===== config.mk =====
export PLATFORM = sky130hd
export DESIGN_NAME = nps_sequencer
export DESIGN_NICKNAME = d
export VERILOG_FILES = /design/src/rtl/nps_pkg.sv /design/src/rtl/nps_slot_tracker.sv /design/src/rtl/nps_pc_reg.sv /design/src/rtl/nps_epc_unit.sv /design/src/rtl/nps_sequencer.sv
export SDC_FILE = /design/constraint.sdc
export NUM_CORES = 1
export LEC_CHECK = 0
export BUFFER_PORTS_ARGS = -buffer_cell sky130_fd_sc_hd__buf_2
export CORE_MARGIN = 10
export CORE_UTILIZATION = 40
export DETAILED_ROUTE_END_ITERATION = 10
export GPL_ROUTABILITY_DRIVEN = 0
export HOLD_SLACK_MARGIN = 0.05
export PLACE_DENSITY = 0.7
export SETUP_SLACK_MARGIN = 0.02
export SKIP_CTS_REPAIR_TIMING = 1
export SYNTH_ARGS = -nofsm -noshare
export SYNTH_HDL_FRONTEND = slang
export SYNTH_SLANG_ARGS = --single-unit

===== constraint.sdc =====
create_clock -name clk -period 2.7 [get_ports clk]
set_input_delay 0.405 -clock clk [delete_from_list [all_inputs] [get_ports clk]]
set_output_delay 0.405 -clock clk [all_outputs]
set_load 0.005 [all_outputs]

===== src/rtl/nps_pkg.sv =====
package nps_pkg;
  localparam int ADDR_W     = 32;
  localparam int INSTR_BYTES = 4;

  typedef logic [ADDR_W-1:0] addr_t;

  // Address of the instruction that follows a at a fixed instruction width
  function automatic addr_t seq_next(input addr_t a);
    return a + addr_t'(INSTR_BYTES);
  endfunction

  // Address of the branch that owns the slot instruction at a
  function automatic addr_t slot_owner(input addr_t a);
    return a - addr_t'(INSTR_BYTES);
  endfunction

  // Which source feeds the next fetch address
  typedef enum logic [1:0] {
    NXT_SEQ    = 2'd0,
    NXT_TARGET = 2'd1,
    NXT_VECTOR = 2'd2
  } nxt_sel_e;
endpackage


===== src/rtl/nps_slot_tracker.sv =====
module nps_slot_tracker
  import nps_pkg::*;
(
  input  logic  clk,
  input  logic  rst_n,
  input  logic  adv_i,
  input  logic  flush_i,
  input  logic  ct_valid_i,
  input  logic  ct_taken_i,
  input  logic  ct_likely_i,
  input  addr_t ct_target_i,
  output logic  in_slot_o,
  output logic  annul_o,
  output logic  redirect_o,
  output addr_t target_o,
  output logic  nested_err_o
);
  logic  in_slot_q, pend_q, annul_q, err_q;
  addr_t tgt_q;

  // Events brought out for the assertions
  logic open_slot, close_slot, nested_ct;
  assign open_slot  = adv_i && !flush_i && !in_slot_q && ct_valid_i;
  assign close_slot = adv_i && in_slot_q;
  assign nested_ct  = adv_i && !flush_i && in_slot_q && !annul_q && ct_valid_i;

  always_ff @(posedge clk) begin
    if (!rst_n) begin
      in_slot_q <= 1'b0;
      pend_q    <= 1'b0;
      annul_q   <= 1'b0;
      err_q     <= 1'b0;
      tgt_q     <= '0;
    end else if (adv_i) begin
      if (flush_i || in_slot_q) begin
        in_slot_q <= 1'b0;
        pend_q    <= 1'b0;
        annul_q   <= 1'b0;
        if (nested_ct) err_q <= 1'b1;
      end else if (ct_valid_i) begin
        in_slot_q <= 1'b1;
        pend_q    <= ct_taken_i;
        annul_q   <= ct_likely_i && !ct_taken_i;
        tgt_q     <= ct_target_i;
      end
    end
  end

  assign in_slot_o    = in_slot_q;
  assign annul_o      = in_slot_q && annul_q;
  assign redirect_o   = in_slot_q && pend_q;
  assign target_o     = tgt_q;
  assign nested_err_o = err_q;

  assert_slot_single_R3: assert property (@(posedge clk) disable iff (!rst_n)
    close_slot |=> !in_slot_o);
  assert_slot_open_R3: assert property (@(posedge clk) disable iff (!rst_n)
    open_slot |=> in_slot_o);
  assert_err_sticky_R9: assert property (@(posedge clk) disable iff (!rst_n)
    nested_err_o |=> nested_err_o);
  assert_err_set_R9: assert property (@(posedge clk) disable iff (!rst_n)
    nested_ct |=> nested_err_o);
  assert_annul_in_slot_R6: assert property (@(posedge clk) disable iff (!rst_n)
    annul_o |-> in_slot_o && !redirect_o);
  assert_hold_R10: assert property (@(posedge clk) disable iff (!rst_n)
    !adv_i |=> $stable(in_slot_o) && $stable(annul_o) && $stable(redirect_o));
endmodule


===== src/rtl/nps_pc_reg.sv =====
module nps_pc_reg
  import nps_pkg::*;
#(
  parameter addr_t RESET_VEC = 32'hBFC0_0000,
  parameter addr_t EXC_VEC   = 32'h8000_0180
) (
  input  logic  clk,
  input  logic  rst_n,
  input  logic  adv_i,
  input  logic  exc_take_i,
  input  logic  redirect_i,
  input  addr_t target_i,
  output addr_t pc_o
);
  addr_t    pc_q, pc_d;
  nxt_sel_e sel;

  always_comb begin
    if (exc_take_i)      sel = NXT_VECTOR;
    else if (redirect_i) sel = NXT_TARGET;
    else                 sel = NXT_SEQ;
  end

  always_comb begin
    unique case (sel)
      NXT_VECTOR: pc_d = EXC_VEC;
      NXT_TARGET: pc_d = target_i;
      default:    pc_d = seq_next(pc_q);
    endcase
  end

  always_ff @(posedge clk) begin
    if (!rst_n)     pc_q <= RESET_VEC;
    else if (adv_i) pc_q <= pc_d;
  end

  assign pc_o = pc_q;

  assert_pc_hold_R10: assert property (@(posedge clk) disable iff (!rst_n)
    !adv_i |=> $stable(pc_o));
  assert_vector_R7: assert property (@(posedge clk) disable iff (!rst_n)
    adv_i && exc_take_i |=> pc_o == EXC_VEC);
endmodule


===== src/rtl/nps_epc_unit.sv =====
module nps_epc_unit
  import nps_pkg::*;
(
  input  logic  clk,
  input  logic  rst_n,
  input  logic  exc_take_i,
  input  logic  in_slot_i,
  input  addr_t pc_i,
  output addr_t epc_o,
  output logic  epc_in_slot_o
);
  addr_t epc_q;
  logic  slot_q;

  always_ff @(posedge clk) begin
    if (!rst_n) begin
      epc_q  <= '0;
      slot_q <= 1'b0;
    end else if (exc_take_i) begin
      epc_q  <= in_slot_i ? slot_owner(pc_i) : pc_i;
      slot_q <= in_slot_i;
    end
  end

  assign epc_o         = epc_q;
  assign epc_in_slot_o = slot_q;

  assert_epc_quiet_R6: assert property (@(posedge clk) disable iff (!rst_n)
    !exc_take_i |=> $stable(epc_o) && $stable(epc_in_slot_o));
endmodule


===== src/rtl/nps_sequencer.sv =====
module nps_sequencer
  import nps_pkg::*;
#(
  parameter addr_t RESET_VEC = 32'hBFC0_0000,
  parameter addr_t EXC_VEC   = 32'h8000_0180
) (
  input  logic        clk,
  input  logic        rst_n,
  input  logic        stall_i,
  input  logic        halt_i,
  input  logic        step_i,
  input  logic        ct_valid_i,
  input  logic        ct_taken_i,
  input  logic        ct_likely_i,
  input  logic [31:0] ct_target_i,
  input  logic        exc_i,
  output logic [31:0] pc_o,
  output logic        in_slot_o,
  output logic        annul_o,
  output logic [31:0] epc_o,
  output logic        epc_in_slot_o,
  output logic        slot_ct_err_o
);
  // Named internal events
  logic  advance, exc_take, redirect, in_slot, annul;
  addr_t target, pc;

  // A slot always runs together with its branch, even while halted
  assign advance  = !stall_i && (!halt_i || step_i || in_slot);
  // An annulled slot does not execute, so it cannot fault
  assign exc_take = advance && exc_i && !annul;

  nps_slot_tracker u_slot (
    .clk          (clk),
    .rst_n        (rst_n),
    .adv_i        (advance),
    .flush_i      (exc_take),
    .ct_valid_i   (ct_valid_i),
    .ct_taken_i   (ct_taken_i),
    .ct_likely_i  (ct_likely_i),
    .ct_target_i  (ct_target_i),
    .in_slot_o    (in_slot),
    .annul_o      (annul),
    .redirect_o   (redirect),
    .target_o     (target),
    .nested_err_o (slot_ct_err_o)
  );

  nps_pc_reg #(.RESET_VEC(RESET_VEC), .EXC_VEC(EXC_VEC)) u_pc (
    .clk        (clk),
    .rst_n      (rst_n),
    .adv_i      (advance),
    .exc_take_i (exc_take),
    .redirect_i (redirect),
    .target_i   (target),
    .pc_o       (pc)
  );

  nps_epc_unit u_epc (
    .clk           (clk),
    .rst_n         (rst_n),
    .exc_take_i    (exc_take),
    .in_slot_i     (in_slot),
    .pc_i          (pc),
    .epc_o         (epc_o),
    .epc_in_slot_o (epc_in_slot_o)
  );

  assign pc_o      = pc;
  assign in_slot_o = in_slot;
  assign annul_o   = annul;

  assert_redirect_R3: assert property (@(posedge clk) disable iff (!rst_n)
    advance && redirect && !exc_take |=> pc_o == $past(target));
  assert_seq_R2: assert property (@(posedge clk) disable iff (!rst_n)
    advance && !in_slot_o && !exc_take |=> pc_o == $past(pc_o) + 32'd4);
  assert_slot_fault_R8: assert property (@(posedge clk) disable iff (!rst_n)
    exc_take && in_slot_o |=> epc_in_slot_o && epc_o == $past(pc_o) - 32'd4);
  assert_plain_fault_R7: assert property (@(posedge clk) disable iff (!rst_n)
    exc_take && !in_slot_o |=> !epc_in_slot_o && epc_o == $past(pc_o));
  assert_halt_hold_R11: assert property (@(posedge clk) disable iff (!rst_n)
    halt_i && !step_i && !in_slot_o |=> $stable(pc_o));
  assert_halt_slot_R11: assert property (@(posedge clk) disable iff (!rst_n)
    halt_i && !stall_i && in_slot_o |=> !in_slot_o);
endmodule


; ---- After elaboration in Yosys (flattened, before gate mapping)
; Index checks and enable logic that the tools add are counted.
[op_classes]
n_reduce_logical = 23
n_div = 0
mux = 10
bitwise = 1
add_sub_neg = 2
multipliers = 0
n_eq_ne = 2
shift = 0
magnitude_cmp = 0
[op_table]
columns = op, count
row1 = 32-bit case mux with 2 select lines, 1
row2 = 32-bit by 3-bit adder with 32-bit output (second input constant), 1
row3 = 32-bit 2-to-1 mux, 1
row4 = 32-bit by 3-bit subtractor with 32-bit output (second input constant), 1
row5 = 1-bit logical AND, 10
row6 = 1-bit 2-to-1 mux, 7
row7 = 1-bit zero test, 6
row8 = 3-bit AND reduction, 2
row9 = 1-bit logical OR, 3
row10 = 2-bit by 1-bit == test with 1-bit output (second input constant), 1
row11 = 2-bit == test (second input constant), 1
row12 = 2-bit 2-to-1 mux, 1
row13 = 2-bit AND reduction, 1
row14 = 2-bit nonzero test, 1
row15 = 1-bit NOT, 1
[word_totals]
memories = 0
latch_bits = 0
inputBits = 41
ram_bits = 0
romBits = 0
ff_bits = 101

; ---- Logic depth before layout (Yosys ltp)
; Gate-level depths: netlist of the first run.
[logic_depth]
word_depth = 12
ltp_mapped = 8
ltp_nobuf = 7

; ---- Hierarchy
; Synthesis of the first run repeated with hierarchy kept, for this count alone.
[unflattened]
hier_cells = 647
area_unflattened_um2 = 5401.4
[modules_own_cells]
columns = module, area_per_inst_um2, cells_per_inst, n_inst
row1 = nps_pc_reg, 2067.0, 270, 1
row2 = nps_epc_unit, 1800.5, 214, 1
row3 = nps_slot_tracker, 1502.7, 160, 1
row4 = nps_sequencer, 31.3, 3, 1

; ---- Least setup slack after synthesis of the first run
; OpenSTA, ideal clock, no wires.
[synth_timing]
path_kind = flip-flop to flip-flop
from = register u_pc.pc_q[14], in the netlist u_pc.pc_o[14]
to = register u_epc.epc_q[28], in the netlist u_epc.epc_o[28]
setup_slack_ps = 484
stages_incl_launch_ff = 8
setup_time_ps = 132
arrival_ps = 2084
path_cell_list = dfxtp_1 -> buf_6 -> or4_4 -> or4b_1 -> buf_6 -> nor4_4 -> xnor2_1 -> a21oi_1
[synth_via]
elab_chain_len = 2
[synth_lines]
columns = item, line
row1 = "start, declared", nps_pc_reg.sv:15  ; addr_t pc_q, pc_d;
row2 = "start signal, assigned", nps_pc_reg.sv:34  ; else if (adv_i) pc_q <= pc_d;
row3 = 32-bit by 3-bit subtractor with 32-bit output, nps_pkg.sv:14  ; return a - addr_t'(INSTR_BYTES);
row4 = 32-bit 2-to-1 mux, nps_epc_unit.sv:20  ; epc_q <= in_slot_i ? slot_owner(pc_i) : pc_i;
row5 = "end signal, assigned", nps_epc_unit.sv:20
row6 = "end, declared", nps_epc_unit.sv:12  ; addr_t epc_q;
; No other way between the ends.
; A chain may end at the register's enable or synchronous reset.

; ---- Final worst setup path of the first run
[layout_timing]
from = register u_pc.pc_q[19], in the netlist u_pc.pc_o[19]
to = register u_epc.epc_q[26], in the netlist u_epc.epc_o[26]
; Same word-level chain as after synthesis.

==> results of run 1 <==
## power by group through the flow
| stage | Clock [mW] | Sequential [mW] | Combinational (mW) |
|---|---|---|---|
| floorplan | 0 | 1.62 | 0.212 |
| global placement | 0 | 1.64 | 0.332 |
| detailed placement | 0 | 1.64 | 0.338 |
| CTS | 1.52 | 1.61 | 0.340 |
| global route | 1.59 | 1.62 | 0.377 |
| finish | 1.51 | 1.61 | 0.337 |
## cells in the mapped netlist (all sizes together), types with 2 or more instances
library cell    n  area (um^2)
a32oi           4        35.03
and2            2        12.51
o21ai          41        205.2
nand3          32        160.2
buf             6        47.54
nor2           34        127.6
o211ai          2        15.01
xor2           16        140.1
nor3           14        70.07
nand2b          3        18.77
xnor2          21        183.9
nand4          12        81.33
or4             5        41.29
and3            8        50.05
a221oi         12        105.1
a22oi           7        52.55
nor4           13        117.6
inv            10        37.54
nand2          91        341.6
a211oi          8        60.06
o221a           2        22.52
or2             3        18.77
ha              2        25.02
a21oi          71        355.3
o22ai           3        18.77
dfxtp         101         2022
a31oi           9        56.30
o31ai           3        22.52
or3             9        56.30
o311ai          2        17.52
clkbuf         53        198.9
and4            3        26.28
nor4b           2        23.77
nor2b           4        25.02
## logic make-up (layout without fill, tap and decap cells)
family	count (synthesis)	in the layout	share of synthesized area [%]
muxes	1	1	0.2044
and+or+nand+nor	240	240	24.78
buffers and inverters	69	154	5.798
AOI/OAI and AO/OA	170	170	20.82
xor gates and xnor gates	37	37	6.616
DFF	101	101	41.28
adders and majority gates	2	2	0.5108
## layout make-up
class | instances | share of cell area (%)
Timing Repair Buffer | 128 | 11.74
Sequential cell | 101 | 34.38
Clock inverter | 7 | 2.085
Clock buffer | 9 | 3.830
Inverter | 10 | 0.6383
Tap cell | 147 | 3.128
Multi-Input combinational cell | 450 | 44.19
## metrics by stage
stage	setup WS, ps	std cells
2_1_floorplan	484.0	620
3_5_place_dp	289.1	836
4_1_cts	271.2	852
5_1_grt	123.2	852
6_report	280.9	852
3_3_place_gp	396.9	836
## sequential cells by signal, indices dropped and copies added, names as in the netlist
| name | cells |
|---|---|
| u_epc.epc_o | 32 |
| u_pc.pc_o | 32 |
| u_slot.target_o | 32 |
| u_epc.epc_in_slot_o | 1 |
| u_slot.annul_q | 1 |
| u_slot.in_slot_o | 1 |
| u_slot.nested_err_o | 1 |
| u_slot.pend_q | 1 |
## worst max-delay path, delay by kind of cell (launching register included)
| kind | cells | cell delay (ps) |
|---|---|---|
| compound gates | 1 | 90 |
| xor+xnor | 1 | 170 |
| simple gates | 3 | 1610 |
| flops | 1 | 410 |
## routing by layer
| metal | routed length, um | track usage, % | vias to the layer above |
|---|---|---|---|
| li1 | - | - | 2379 |
| met1 | 6854 | 22.95 | 2265 |
| met2 | 6821 | 26.94 | 188 |
| met3 | 1300 | 3.989 | 15 |
| met4 | 201 | 6.409 | 0 |
| met5 | 0 | 0 | - |
## worst max-delay path by stage
stage / end / depth (start not counted) / slack (ps) / startpoint
floorplan: u_epc.epc_o[28]$_SDFFE_PN0P_ / 7 / 480 / u_pc.pc_o[14]$_SDFFE_PN0P_
global placement: u_epc.epc_o[28]$_SDFFE_PN0P_ / 5 / 400 / u_pc.pc_o[19]$_SDFFE_PN0P_
detailed placement: u_epc.epc_o[26]$_SDFFE_PN0P_ / 5 / 290 / u_pc.pc_o[19]$_SDFFE_PN0P_
CTS: u_epc.epc_o[26]$_SDFFE_PN0P_ / 5 / 270 / u_pc.pc_o[19]$_SDFFE_PN0P_
global route: u_epc.epc_o[26]$_SDFFE_PN0P_ / 5 / 120 / u_pc.pc_o[19]$_SDFFE_PN0P_
finish: u_epc.epc_o[26]$_SDFFE_PN0P_ / 5 / 280 / u_pc.pc_o[19]$_SDFFE_PN0P_
==> run metrics, run 1 <==
outcome=completed; Synth Flop Type=dfxtp_1; DR DRC count=0; CP max FO=10; Critical Setup Path Class=flip-flop to flip-flop; Die H=130.7 um; first-pass iteration count of the detailed router=5; hold depth=3; most frequent cells in the layout=108 x buf_2, 101 x dfxtp_1, 91 x nand2_1; cell count after synthesis=620; Die ar.=0.01707 mm^2; R2R Path End=u_epc.epc_o[26]$_SDFFE_PN0P_; Max-Cap Viols=0; fin crit period=2419 ps; ANT cells=0; Fmax=413.4 MHz; Initial Utilization=40.78%; Final Cell Area=0.005881 mm^2; GR Util All Layers=17.34%; HP Class=primary input to flip-flop; CORE AREA=0.01201 mm^2; Filler cells=1146; total grt overflow=0; total CTS buffers=9; most common cell after layout, fill and taps aside=buf_2; syn_area_per_cell=7.901 um^2; Async SR Flop Fraction=0%; Leak=2.269 nW; ratio of cells with drive above 1 in the final layout=22.55%; Psw=0.8568 mW; number of synthesized flops with an enable pin=0; VDD IR-drop max=0.0003341 V; Cell Chain, Critical Path=or4_1 > or4b_1 > nor3_1 > xnor2_1 > a21oi_1; register area=0.002022 mm^2; DR vias=4847; Int Power=2.601 mW; Power Dens Cells=588.0 mW/mm^2; Hold Path Origin=ct_target_i[10]; final core utilization=48.96%; reg2reg path depth=5; part of the power in the clock network=43.6%; Fin. Hold Viols=0; Die X=130.7 um; max incr delay on CP=690 ps; vias in the first global route=4574; latest clock arrival within the worst-skew pair=350 ps; Synth Register Bits=101; Combinational Power Share=9.7%; Sink Count=101; Worst-Margin Slew=626.4 ps; Routed Antenna Nets=0; Max clock buf depth=2; Critical Path RT=2920 ps; Final setup viols=0; fin crit share=89.60%; library cells used by synthesis=53; Hold WS=277.9 ps; cell area after synthesis=0.004898 mm^2; First DRT Iteration DRCs=409; fin. max-slew vios=0; CP Launch Type=flip-flop; CTS HTree Levels=3; Post-Syn Nets=663; R2R Setup Slk=280 ps; clock skew=4.636 ps; TNS Setup=0 ps; IO Pins=109; switching portion of total power=24.78%; Slew headroom=57.85%; Sequential Power Share=46.6%; placed inst area=0.005533 mm^2; sequential area share after synthesis=41.28%; initial antenna violation count=0; P&R area growth vs syn=20.05%; first-pass GRT wire length=23870 um; area of the multi-input gates=0.002599 mm^2; Worst R2R Start=u_pc.pc_o[19]$_SDFFE_PN0P_; I/O Buffers=108; clock transition at the registers of the reported paths=70 ps; Vias per Instance=5.689; Hold Path Sink=u_slot.target_o[10]$_SDFFE_PN0P_; floorplan row count=40; layout net count=743; DP HPWL=10920 um; largest net degree at the start of global routing=63; Yosys warnings=0; Tot Pwr=3.458 mW; RSZ-0062 raised after global routing=false; Root Driver=clkbuf_16; per-cell routed wire length=17.81 um; Crit path arrival time=2640 ps; final wirelength=15180 um; Setup crit end kind=flip-flop; Worst path slowest cell=or4b_1; CTS tree=built
Power figures use the tool's default switching activity.
==> run 2, diff against run 1 <==
- ABC_AREA: unset -> 1
- CORE_UTILIZATION: 40 -> 48
- PLACE_DENSITY: 0.7 -> 0.79
==> run 2 against run 1 <==
Critical path depth grew 3; register-to-register slack gained 110 ps; count of clock-buffer cells in the layout grew 1; highest routed layer unchanged; non-clock buffer count is 14 lower; combinational power is 42% higher; clock skew is 9.1 ps higher; cell area up 3.6%; critical path type unchanged; largest cell class unchanged; final cell count increased by 21%; utilization up 7.0 points.
==> run metrics, run 2 <==
Synth top area share=37.70% (-3.6 points); first-pass GRT wire length=26030 um (+9.1%); DR vias=5477 (+13%); Cell Chain, Critical Path=nand2_1 > nand4_4 > nand2_1 > inv_1 > nand2_1 > inv_1 > nand2_1 > a21oi_1; Filler cells=1069 (-6.7%); Post-Syn Nets=847 (+28%); total CTS buffers=9 (unchanged); Routed Antenna Nets=0 (unchanged); most common cell after layout, fill and taps aside=nand2_1; Worst path slowest cell=dfxtp_1; syn_area_per_cell=6.670 um^2 (-16%); Vias per Instance=5.328 (-6.3%); Critical Setup Path Class=flip-flop to flip-flop; Fin. Hold Viols=0 (unchanged); clock transition at the registers of the reported paths=110 ps (+40 ps); Synth Register Bits=101 (unchanged); Leak=2.761 nW (+22%); Die ar.=0.01580 mm^2 (-7.4%); vias in the first global route=5199 (+14%); P&R area growth vs syn=13.60%; crit-path most repeated cell=nand2_1; Die H=125.7 um (-3.8%); Worst-Margin Slew=563.7 ps (-62.67 ps); fin crit period=2314 ps (-105.6 ps); I/O Buffers=108 (unchanged); Combinational Power Share=15.5% (+5.8 points); Tot Pwr=3.090 mW (-11%); Max-Cap Viols=0 (unchanged); VDD IR-drop max=0.0002827 V (-15%); Psw=0.9824 mW (+15%); Root Driver=clkbuf_8; IO Pins=109 (unchanged); post-synth top area cell=dfxtp_1; max incr delay on CP=580 ps (-110 ps); Slew headroom=62.42% (+4.6 points); ratio of cells with drive above 1 in the final layout=17.79% (-4.8 points); Final WS setup=386.4 ps (+105.6 ps); GR Util All Layers=19.32% (+2.0 points); final wirelength=15620 um (+2.9%); part of the power in the clock network=30.7% (-13 points); total grt overflow=0 (unchanged); HP Class=primary input to flip-flop; clock skew=13.74 ps (+9.108 ps); library cells used by synthesis=39 (-26%); cell area after synthesis=0.005363 mm^2 (+9.5%); CTS tree=built; latest clock arrival within the worst-skew pair=370 ps (+20 ps); DR DRC count=0 (unchanged); Int Power=2.108 mW (-19%); Synth Flop Type=dfxtp_1; initial antenna violation count=0 (unchanged); floorplan row count=38 (-5.0%); CORE AREA=0.01089 mm^2 (-9.4%); layout net count=926 (+25%); pre-CTS worst setup slack=455.5 ps (+166.4 ps); Final setup viols=0 (unchanged); DP HPWL=11660 um (+6.8%); TNS Setup=0 ps (unchanged); Die X=125.7 um (-3.8%); number of synthesized flops with an enable pin=0 (unchanged); CP max FO=12 (+2); final core utilization=55.95% (+7.0 points); first-pass iteration count of the detailed router=5 (unchanged); fin. max-slew vios=0 (unchanged); CTS HTree Levels=3 (unchanged); Fmax=432.2 MHz (+4.6%); Yosys warnings=0 (unchanged); ANT cells=0 (unchanged); per-cell routed wire length=15.20 um (-15%); Max clock buf depth=2 (unchanged); fin crit share=85.69% (-3.9 points); Sequential Power Share=53.8% (+7.2 points); outcome=completed; most frequent cells in the layout=200 x nand2_1, 108 x buf_2, 101 x dfxtp_1; CP Launch Type=flip-flop; Crit path arrival time=2620 ps (-20 ps); most common cell in the netlist=nand2_1; largest net degree at the start of global routing=59 (-6.3%); Initial Utilization=49.25% (+8.5 points); non-filler cells in the finished layout=1028 (+21%); # placed instances=1012 (+21%); Critical Path RT=3010 ps (+90 ps); cell count after synthesis=804 (+30%); sequential area share after synthesis=37.70% (-3.6 points); top cells by area, synth=dfxtp_1 38%, nand2_1 14%, a21oi_1 8.6%; switching portion of total power=31.79% (+7.0 points); RSZ-0062 raised after global routing=false; Power Dens Cells=507.3 mW/mm^2 (-14%); Async SR Flop Fraction=0% (unchanged); Sink Count=101 (unchanged); First DRT Iteration DRCs=513 (+25%); Setup crit end kind=flip-flop; Synth top cells by count=200 x nand2_1, 101 x dfxtp_1, 92 x a21oi_1, 79 x nor2_1, 73 x o21ai_0
## run 2: metal layers
layer,vias to the layer above,GRT usage [%],wire length [um]
li1,2765,-,-
met1,2468,26.02,7231
met2,225,29.90,6842
met3,19,4.740,1316
met4,0,5.556,233
met5,-,0,0
## run 2: area by class of cell
| cell class | instances | area [um^2] | area share, % |
|---|---|---|---|
| tap | 140 | 175.2 | 2.875 |
| timing repair buffer | 114 | 598.1 | 9.817 |
| clock inverter | 6 | 57.56 | 0.9448 |
| clock buffer | 10 | 127.6 | 2.095 |
| sequential | 101 | 2022 | 33.19 |
| inverter | 78 | 297.8 | 4.888 |
| multi-input combinational | 579 | 2814 | 46.19 |
## run 2: power groups by stage
stage | sequential (mW) | clock, mW | combinational (mW)
finish | 1.66 | 0.950 | 0.479
global route | 1.67 | 1.02 | 0.550
CTS | 1.66 | 0.965 | 0.479
detailed placement | 1.69 | 0 | 0.476
global placement | 1.69 | 0 | 0.471
floorplan | 1.65 | 0 | 0.336
## run 2: metrics by stage
stage / hold WS [ps] / cell area (um^2)
floorplan: 424.5 / 5363
global placement: 436.7 / 5907
detailed placement: 443.6 / 5907
CTS: 248.9 / 6092
global route: 241.4 / 6092
finish: 262.7 / 6092
## run 2: cell families after synthesis
| group | Yosys count | share of synthesized area (%) |
|---|---|---|
| adders and majority gates | 2 | 0.4666 |
| AOI/OAI and AO/OA | 184 | 17.73 |
| and+or+nand+nor | 370 | 30.52 |
| xor gates and xnor gates | 23 | 3.757 |
| DFF | 101 | 37.70 |
| buffers and inverters | 124 | 9.822 |
## run 2: final timing paths
path                                          from                               end  slack, ps  depth (start not counted)
setup / recovery     u_slot.in_slot_o$_SDFFE_PN0P_         u_pc.pc_o[1]$_SDFFE_PN0P_        390                          8
hold / removal                      ct_target_i[6]   u_slot.target_o[6]$_SDFFE_PN0P_        260                          3
setup reg to reg     u_slot.in_slot_o$_SDFFE_PN0P_         u_pc.pc_o[1]$_SDFFE_PN0P_        390                          8
hold reg to reg   u_slot.target_o[17]$_SDFFE_PN0P_  u_slot.target_o[17]$_SDFFE_PN0P_        450                          2
## run 2: critical path, delay by kind of cell, from the launching register on
kind / cells / cell delay [ps]
DFF: 1 / 580
buffers and inverters: 2 / 700
AOI/OAI and AO/OA: 1 / 130
and+or+nand+nor: 5 / 840
